[src/rtl/spi_evt_pkg.sv]
// Shared constants for the SPI event status unit: field positions in the
// status word that software decodes, and the width of the count fields.
package spi_evt_pkg;
    localparam int unsigned CNT_W     = 6;
    localparam int unsigned RXCNT_LSB = 24;
    localparam int unsigned TXCNT_LSB = 16;
    localparam int unsigned OVF_BIT   = 11;
    localparam int unsigned RXR_BIT   = 9;
    localparam int unsigned TXR_BIT   = 8;
    localparam logic [31:0] FLAG_BITS = 32'h0000_0B00;

    typedef struct packed {
        logic ovf;
        logic rxr;
        logic txr;
    } evt_flags_t;
endpackage

[src/rtl/spi_evt_rxfifo.sv]
// Receive byte FIFO with a CPU read port that removes one byte or up to four.
// Assumes DEPTH is a power of two and at most 63. A push that arrives when
// the FIFO is full is dropped and reported by the drop pulse.
module spi_evt_rxfifo #(
    parameter int unsigned DEPTH = 32
) (
    input  logic                         clk,
    input  logic                         rst_n,
    input  logic                         push,
    input  logic [7:0]                   din,
    input  logic                         rd_word,
    input  logic                         rd_byte,
    output logic [31:0]                  rd_data,
    output logic [$clog2(DEPTH+1)-1:0]   count,
    output logic                         drop
);
    localparam int unsigned AW = $clog2(DEPTH);
    localparam int unsigned CW = $clog2(DEPTH + 1);

    logic [7:0]    mem [DEPTH];
    logic [AW-1:0] rd_ptr, wr_ptr;
    logic [7:0]    peek [4];
    logic [2:0]    take;
    logic          accept;

    // Accept a push only while space remains.
    assign accept = push && (count < CW'(DEPTH));
    assign drop   = push && (count == CW'(DEPTH));

    // Look at the four oldest stored bytes.
    always_comb begin
        for (int i = 0; i < 4; i++) begin
            peek[i] = mem[rd_ptr + AW'(i)];
        end
    end

    // Decide how many bytes this read removes; a word read wins.
    always_comb begin
        if (rd_word) begin
            take = (count >= CW'(4)) ? 3'd4 : 3'(count);
        end else if (rd_byte) begin
            take = (count != '0) ? 3'd1 : 3'd0;
        end else begin
            take = 3'd0;
        end
    end

    // Format the read data: left-justified for words, low byte for bytes.
    always_comb begin
        rd_data = '0;
        if (rd_word) begin
            for (int i = 0; i < 4; i++) begin
                if (3'(i) < take) rd_data[31 - 8*i -: 8] = peek[i];
            end
        end else if (take != 3'd0) begin
            rd_data[7:0] = peek[0];
        end
    end

    // Byte storage, written only on an accepted push.
    always_ff @(posedge clk) begin
        if (accept) mem[wr_ptr] <= din;
    end

    // Pointer and count bookkeeping.
    always_ff @(posedge clk) begin
        if (!rst_n) begin
            rd_ptr <= '0;
            wr_ptr <= '0;
            count  <= '0;
        end else begin
            if (accept) wr_ptr <= wr_ptr + AW'(1);
            rd_ptr <= rd_ptr + AW'(take);
            count  <= count + CW'(accept) - CW'(take);
        end
    end

    assert_count_bound_R4: assert property (@(posedge clk) disable iff (!rst_n)
        count <= CW'(DEPTH));

    assert_word_pop_R7: assert property (@(posedge clk) disable iff (!rst_n)
        (rd_word && count >= CW'(4) && !push) |=> (count == $past(count) - CW'(4)));

    assert_empty_read_R10: assert property (@(posedge clk) disable iff (!rst_n)
        (count == '0 && !push && (rd_word || rd_byte)) |=> (count == '0));
endmodule

[src/rtl/spi_evt_flags.sv]
// Sticky event flags, mask and interrupt. Each flag is set by its condition
// and cleared by a write-one pattern, but a condition that still holds wins
// over the clear. Assumes counts fit in the shared count width.
module spi_evt_flags
    import spi_evt_pkg::*;
#(
    parameter int unsigned DEPTH = 32
) (
    input  logic             clk,
    input  logic             rst_n,
    input  logic [CNT_W-1:0] rx_count,
    input  logic [CNT_W-1:0] tx_count,
    input  logic [CNT_W-1:0] rx_thr,
    input  logic [CNT_W-1:0] tx_thr,
    input  logic             ovf_pulse,
    input  logic             clr_we,
    input  logic [31:0]      clr_data,
    input  logic             mask_we,
    input  logic [31:0]      mask_wdata,
    output logic [31:0]      event_word,
    output logic             irq
);
    evt_flags_t     flags, mask, cond, clr;
    logic [CNT_W:0] tx_free;

    // Free TX space, saturating at zero for an out-of-range count.
    assign tx_free = (tx_count > CNT_W'(DEPTH)) ? '0
                   : (CNT_W+1)'(DEPTH) - {1'b0, tx_count};

    // Current set conditions for each flag.
    assign cond.ovf = ovf_pulse;
    assign cond.rxr = rx_count > rx_thr;
    assign cond.txr = tx_free >= {1'b0, tx_thr};

    // Clear request picked out of the written pattern.
    assign clr.ovf = clr_we && clr_data[OVF_BIT];
    assign clr.rxr = clr_we && clr_data[RXR_BIT];
    assign clr.txr = clr_we && clr_data[TXR_BIT];

    // Flag register: a clear loses to a condition that still holds.
    always_ff @(posedge clk) begin
        if (!rst_n) flags <= '0;
        else        flags <= (flags & ~clr) | cond;
    end

    // Mask register keeps only the flag positions.
    always_ff @(posedge clk) begin
        if (!rst_n)       mask <= '0;
        else if (mask_we) mask <= '{ovf: mask_wdata[OVF_BIT],
                                    rxr: mask_wdata[RXR_BIT],
                                    txr: mask_wdata[TXR_BIT]};
    end

    // Assemble the status word and the interrupt.
    always_comb begin
        event_word = '0;
        event_word[RXCNT_LSB +: CNT_W] = rx_count;
        event_word[TXCNT_LSB +: CNT_W] = tx_count;
        event_word[OVF_BIT] = flags.ovf;
        event_word[RXR_BIT] = flags.rxr;
        event_word[TXR_BIT] = flags.txr;
    end
    assign irq = |(flags & mask);

    assert_ovf_sticky_R4: assert property (@(posedge clk) disable iff (!rst_n)
        ovf_pulse |=> event_word[OVF_BIT]);

    assert_clear_works_R5: assert property (@(posedge clk) disable iff (!rst_n)
        (clr_we && clr_data[RXR_BIT] && !(rx_count > rx_thr)) |=> !event_word[RXR_BIT]);

    assert_mask_off_R6: assert property (@(posedge clk) disable iff (!rst_n)
        (mask_we && (mask_wdata & FLAG_BITS) == 32'd0) |=> !irq);

    assert_rx_set_R2: assert property (@(posedge clk) disable iff (!rst_n)
        (rx_count > rx_thr) |=> event_word[RXR_BIT]);
endmodule

[src/rtl/spi_evt_status.sv]
// Top of the SPI event status unit: receive FIFO with byte or word reads,
// plus the status word, mask and interrupt. Assumes DEPTH fits the six-bit
// count fields of the status word.
module spi_evt_status
    import spi_evt_pkg::*;
#(
    parameter int unsigned DEPTH = 32
) (
    input  logic             clk,
    input  logic             rst_n,
    input  logic             rx_push,
    input  logic [7:0]       rx_in,
    input  logic [CNT_W-1:0] tx_count,
    input  logic [CNT_W-1:0] rx_thr,
    input  logic [CNT_W-1:0] tx_thr,
    input  logic             evt_clr_we,
    input  logic [31:0]      evt_clr_data,
    input  logic             mask_we,
    input  logic [31:0]      mask_wdata,
    input  logic             rd_word,
    input  logic             rd_byte,
    output logic [31:0]      rd_data,
    output logic [31:0]      event_word,
    output logic             irq
);
    localparam int unsigned CW = $clog2(DEPTH + 1);

    logic [CW-1:0] rx_cnt;
    logic          rx_drop;

    spi_evt_rxfifo #(.DEPTH(DEPTH)) u_rxfifo (
        .clk     (clk),
        .rst_n   (rst_n),
        .push    (rx_push),
        .din     (rx_in),
        .rd_word (rd_word),
        .rd_byte (rd_byte),
        .rd_data (rd_data),
        .count   (rx_cnt),
        .drop    (rx_drop)
    );

    spi_evt_flags #(.DEPTH(DEPTH)) u_flags (
        .clk        (clk),
        .rst_n      (rst_n),
        .rx_count   (CNT_W'(rx_cnt)),
        .tx_count   (tx_count),
        .rx_thr     (rx_thr),
        .tx_thr     (tx_thr),
        .ovf_pulse  (rx_drop),
        .clr_we     (evt_clr_we),
        .clr_data   (evt_clr_data),
        .mask_we    (mask_we),
        .mask_wdata (mask_wdata),
        .event_word (event_word),
        .irq        (irq)
    );

    assert_reset_quiet_R11: assert property (@(posedge clk)
        !rst_n |=> (!irq && event_word[11:8] == 4'd0));
endmodule

[config.mk]
export PLATFORM = sky130hd
export DESIGN_NAME = spi_evt_status
export DESIGN_NICKNAME = d
export VERILOG_FILES = /design/src/rtl/spi_evt_pkg.sv /design/src/rtl/spi_evt_rxfifo.sv /design/src/rtl/spi_evt_flags.sv /design/src/rtl/spi_evt_status.sv
export SDC_FILE = /design/constraint.sdc
export NUM_CORES = 1
export LEC_CHECK = 0
export ABC_CLOCK_PERIOD_IN_PS = 3300
export BUFFER_PORTS_ARGS = -buffer_cell sky130_fd_sc_hd__clkbuf_2
export CORE_MARGIN = 1.5
export CORE_UTILIZATION = 55
export CTS_CLUSTER_DIAMETER = 50
export DETAILED_ROUTE_END_ITERATION = 10
export GPL_TIMING_DRIVEN = 0
export HOLD_SLACK_MARGIN = 0.12
export PLACE_DENSITY = 0.84
export SYNTH_ARGS = -nofsm -noshare
export SYNTH_HDL_FRONTEND = slang
export SYNTH_HIERARCHICAL = 1
export SYNTH_SLANG_ARGS = --single-unit
[constraint.sdc]
create_clock -name clk -period 3.3 [get_ports clk]
set_input_delay 0.165 -clock clk [delete_from_list [all_inputs] [get_ports clk]]
set_output_delay 0.165 -clock clk [all_outputs]
set_load 0.02 [all_outputs]
Word-level counts from Yosys, hierarchy flattened
Memory sizes are Yosys's and may differ from the RTL's. A register that Yosys moved wholly into a read port is not among the register bits. Cells that the tools add are included.

Bits in writable memories: 256. Memories kept: 1. Register bits after elaboration: 22. Output and inout port bits: 65.

Memory list: u_rxfifo.mem (words 32, bits a word 8, read ports 4, clocked after Yosys merged registers in 1, write ports 1, line spi_evt_rxfifo.sv:20) `logic [7:0] mem [DEPTH];`.

Bitwise logic cells: 4. $add $sub $neg: 8. Eq/ne operators: 1. Reductions and logical operators: 8. Mux-type cells: 15. Order comparisons: 9.

Operators with widths (number): 8-bit 2-to-1 mux (6); 24-bit 2-to-1 mux (1); 5-bit by 1-bit adder with 5-bit output (second input constant) (2); 5-bit by 2-bit adder with 5-bit output (second input constant) (2); 3-bit 2-to-1 mux (3); 7-bit by 6-bit >= comparator with 1-bit output (1); 7-bit 2-to-1 mux (1); 6-bit by 6-bit subtractor with 7-bit output (first input constant) (1); 6-bit by 1-bit adder with 6-bit output (1); 3-bit AND (2); 6-bit == test (second input constant) (1); 6-bit by 3-bit >= comparator with 1-bit output (second input constant) (1); 6-bit > comparator (1); 6-bit > comparator (second input constant) (1); 1-bit by 3-bit < comparator with 1-bit output (first input constant) (2); 2-bit by 3-bit < comparator with 1-bit output (first input constant) (2); 6-bit < comparator (second input constant) (1); 6-bit nonzero test (1); 6-bit by 3-bit subtractor with 6-bit output (1); 5-bit by 3-bit adder with 5-bit output (1); 1-bit logical AND (5); 5-bit 2-to-1 mux (1); 1-bit 2-to-1 mux (3); 3-bit NOT (1); 3 further kinds (3).

Logic depth before layout (Yosys ltp)
Depth in word-level cells: 7. Depth in mapped cells: 15. Gate-level depth less buffers: 15.

Hierarchy
Netlist, hierarchy kept.

By module, submodules not included: spi_evt_rxfifo (area an instance 17211.5 µm², instances 1, cells an instance 1361, sequential area each 8007.7 µm²); spi_evt_flags (area an instance 854.6 µm², instances 1, cells an instance 107, sequential area each 120.1 µm²).

Least setup slack after synthesis
OpenSTA, ideal clock, no wires.

Kind: register to output. From: register u_rxfifo.rd_ptr[1]. To: output port rd_data[2]. Arrival time: 3.335 ns. Required time: 3.135 ns. Setup slack: -0.200 ns. Stages on the path, launching flop included: 14. Path through: dfxtp_1 > buf_2 > inv_2 > clkbuf_1 > clkbuf_1 > ha_1 > buf_2 > buf_2 > nor2b_1 > clkbuf_1 > a32o_1 > a31oi_1 > a21oi_1 > o31ai_1.

Word-level cells in the longest chain between the ends: 4.

RTL lines: start: declaration (line spi_evt_rxfifo.sv:21) `logic [AW-1:0] rd_ptr, wr_ptr;`; start signal: assignment (line spi_evt_rxfifo.sv:73) `rd_ptr <= rd_ptr + AW'(take);`; 5-bit by 2-bit adder with 5-bit output (line spi_evt_rxfifo.sv:33) `peek[i] = mem[rd_ptr + AW'(i)];`; memory 32 x 8 bit; 8-bit 2-to-1 mux (line spi_evt_rxfifo.sv:53) `if (3'(i) < take) rd_data[31 - 8*i -: 8] = peek[i];`; 8-bit 2-to-1 mux (line spi_evt_rxfifo.sv:51) `if (rd_word) begin`; end: declaration (line spi_evt_status.sv:22) `output logic [31:0] rd_data,`.

Every way passes these cells.

Worst setup path after layout
From: register u_rxfifo.rd_ptr[0]. To: output port rd_data[5].

The elaborated chain is that of the path after synthesis.

==> impl_metrics.ini <==
[run_status]
status = finished with violations
violations = negative setup slack

[pwr]
cellLeakagePower_nw = 8.19
total_power_w = 0.0248
ir_drop_mv = 0.885
power.density_nw_per_um2 = 1080

[timing]
fin_ws_ps = -395
drv_slew = 0
slew-limit-headroom = 0.173
fin_crit_ps = 3700
hold_viol_final = 0
rsz0062_at_grt = true
tightest_slew_ps = 1240
fin_crit_sh = 1.12
finalSetupViolations = 23
fin_worst_skew_ps = 31.3
fmax_mhz = 271

[global_routing]
grtUsageTotal = 0.498
grt_max_degree = 33
grt_pass1_wl_um = 114000
overflow = 0
antenna_found_initial = 1
grt_pass1_vias = 15218

[clock_network]
clockRootBuffer = clkbuf_16
clk_pin_slew_ps = 60
cts_buffers = 36
clock_latency_ps = 540
cts_buffer_depth = 3
cts_htree_levels = 2
cts.sinks = 278
cts_tree = done

[layout]
seqCellArea_um2 = 8140
fill_cells = 2224
stdcell_count = 2152
nets = 1816
layout_common_cells = 256 x edfxtp_1, 216 x nand2_1, 143 x mux4_2, 88 x buf_4, 79 x mux2i_1
syn_to_final_growth_pct = 27.2
mostFrequentLayoutCell = edfxtp_1
drive_above_1_share = 0.382
multi_input_area_um2 = 10100

[setup_path]
worst-r2r-setup-slack_ps = 220
cp-endpoint = rd_data[5]
start_kind = flip-flop
cp-end-kind = primary output
worstSetupPathType = reg2out
cp.arrival_ps = 3530
regToRegEndpoint = u_rxfifo/count[4]$_SDFF_PN0_
r2r-start = u_rxfifo/count[4]$_SDFF_PN0_
rr_worst_depth = 15
setup.worst_path.start = u_rxfifo/rd_ptr[0]$_SDFF_PN0_
worstPathMaxFanout = 7
crit_required_ps = 3130

[die]
fp.dieH_um = 184
fp.dieW_um = 184
die-area_um2 = 33900
rows = 66
start_util = 0.557
io_pins = 162
fp.coreArea_um2 = 32500

[synthesis]
ys.warnings.count = 6
netlist_area_um2 = 18100
yosysUniqueCellTypes = 73
synthArstFlopShare = 0
synth-main-ff-cell = edfxtp_1
synth_edf_count = 256
yosysSeqAreaShare = 0.450
postSynthAreaPerCell_um2 = 12.3
syn-instance-count = 1468
ys_ff_latch = 278

[placed_design]
portBuffers = 86
place.gp.congestion = 1.12
placed_cells = 2012
dp_hpwl_um = 58000

[drt]
first_pass_iters = 9
finalWirelength_um = 83800
wl_per_cell_um = 38.9
drc_errors = 0
drtIter0Drc = 3028
via_per_inst = 7.52
drtAntennaViolNets = 0
vias = 16186

[job]
maxCapViolations = 0

[worst_hold_path]
hp-class = in2reg
==> synthesized netlist by cell type (5+ instances only) <==
cell type  count  share of area
nor2b_1       20         0.0069
a21oi_1       40          0.011
inv_1         33         0.0069
ha_1          35          0.024
nor2_1        70          0.015
o211ai_1      16         0.0066
o21ai_1       10         0.0028
a21o_1         5         0.0021
nand2_1      225          0.047
nor3_1         5         0.0014
buf_2         39          0.011
clkbuf_1      33         0.0069
o21ai_0       30         0.0083
xnor2_1       16         0.0078
o21bai_1       7         0.0029
a31oi_1       42          0.015
a211oi_1      18         0.0075
a32o_1        14         0.0078
a2bb2oi_1      6         0.0029
o31ai_1        5         0.0021
xor2_1         6         0.0029
nand3_1       26         0.0072
mux2i_1      109          0.060
nand2b_1       6         0.0021
a22oi_1       13         0.0054
o22ai_1       13         0.0045
mux2_2        29          0.018
and3_1        14         0.0048
dfxtp_1       22          0.024
edfxtp_1     256           0.43
mux4_2       143           0.18
buf_1          7         0.0015
mux2_1         7         0.0044
buf_4         51          0.021
and2_1        23         0.0080
==> metrics by stage <==
stage / utilization / instance area, µm² / hold WS (ps) / setup TNS (ps) / setup slack (ps)
after global routing: 0.708 / 23000 / 156 / -4650 / -362
after detailed placement: 0.590 / 19100 / 455 / -31960 / -1810
final: 0.708 / 23000 / 132 / -4850 / -395
after global placement: 0.590 / 19100 / 434 / -33560 / -1900
after CTS: 0.693 / 22500 / 122 / -4600 / -358
after floorplan: - / 18100 / 264 / 0 / 1.80
==> cell families after synthesis <==
family / Yosys count / share of synthesized area
and+or+nand+nor: 410 / 0.100
muxes: 288 / 0.261
DFF: 278 / 0.450
AOI/OAI and AO/OA: 259 / 0.0983
buffers and inverters: 170 / 0.0503
adders and majority gates: 37 / 0.0265
xor gates and xnor gates: 25 / 0.0134
other: 1 / 0.000208
==> layout make-up <==
cell class                      instances  area share
Clock inverter                         26      0.0120
Antenna cell                            1    0.000109
Buffer                                129      0.0586
Inverter                               36     0.00741
Clock buffer                           39      0.0406
Sequential cell                       278       0.354
Multi-Input combinational cell       1036       0.439
Tap cell                              442      0.0241
Timing Repair Buffer                  165      0.0639
==> registers in the layout, summed over array words and instances, names as in the netlist <==
name and cells:
u_rxfifo/wr_ptr 5, u_flags/mask 3, u_rxfifo/rd_ptr 5, u_rxfifo/count 6, u_rxfifo/mem 256, u_flags/event_word 3
==> power by group <==
part | switching, W | internal [W]
clock network | 0.00165 | 0.00234
registers | 0.000121 | 0.00396
logic | 0.00973 | 0.00702
==> timing repair <==
action	in CTS	in global routing
gates resized for setup	351	110
setup endpoints to repair	32	34
hold buffers	17	0
gates cloned	5	0
buffers inserted	39	19
hold endpoints to repair	12	0
pin swaps	34	38
==> critical path, stage by stage, from the launching register on <==
cell      delay (ps)
dfxtp_4          370
buf_8            110
buf_12           130
buf_12           130
inv_16            40
ha_4             180
xnor2_4          180
buf_12           170
buf_12           170
mux4_2           550
mux2i_4          260
o21bai_1         110
a31oi_2          260
o31ai_2          140
buf_4            200
==> worst min-delay path by stage <==
| stage | depth (start not counted) | slack (ps) | end | startpoint |
|---|---|---|---|---|
| 2_1_floorplan | 0 | 260 | u_rxfifo/mem[0][0]$_DFFE_PP_ | rx_in[0] |
| 3_3_place_gp | 3 | 430 | u_flags/mask[0]$_SDFFE_PN0P_ | mask_wdata[8] |
| 3_5_place_dp | 3 | 450 | u_flags/mask[1]$_SDFFE_PN0P_ | mask_wdata[9] |
| 4_1_cts | 4 | 120 | u_flags/event_word[8]$_SDFF_PN0_ | tx_count[5] |
| 5_1_grt | 5 | 160 | u_flags/event_word[8]$_SDFF_PN0_ | tx_thr[2] |
| 6_report | 5 | 130 | u_flags/event_word[8]$_SDFF_PN0_ | tx_thr[2] |
==> per-layer routing <==
metal / part of all wire / GRT usage / vias to the layer above
met5: 0.00086 / 0 / -
met4: 0.090 / 0.343 / 2
met3: 0.18 / 0.238 / 453
met2: 0.40 / 0.682 / 1841
met1: 0.33 / 0.621 / 7768
li1: - / - / 6122
Power figures use the tool's default switching activity.
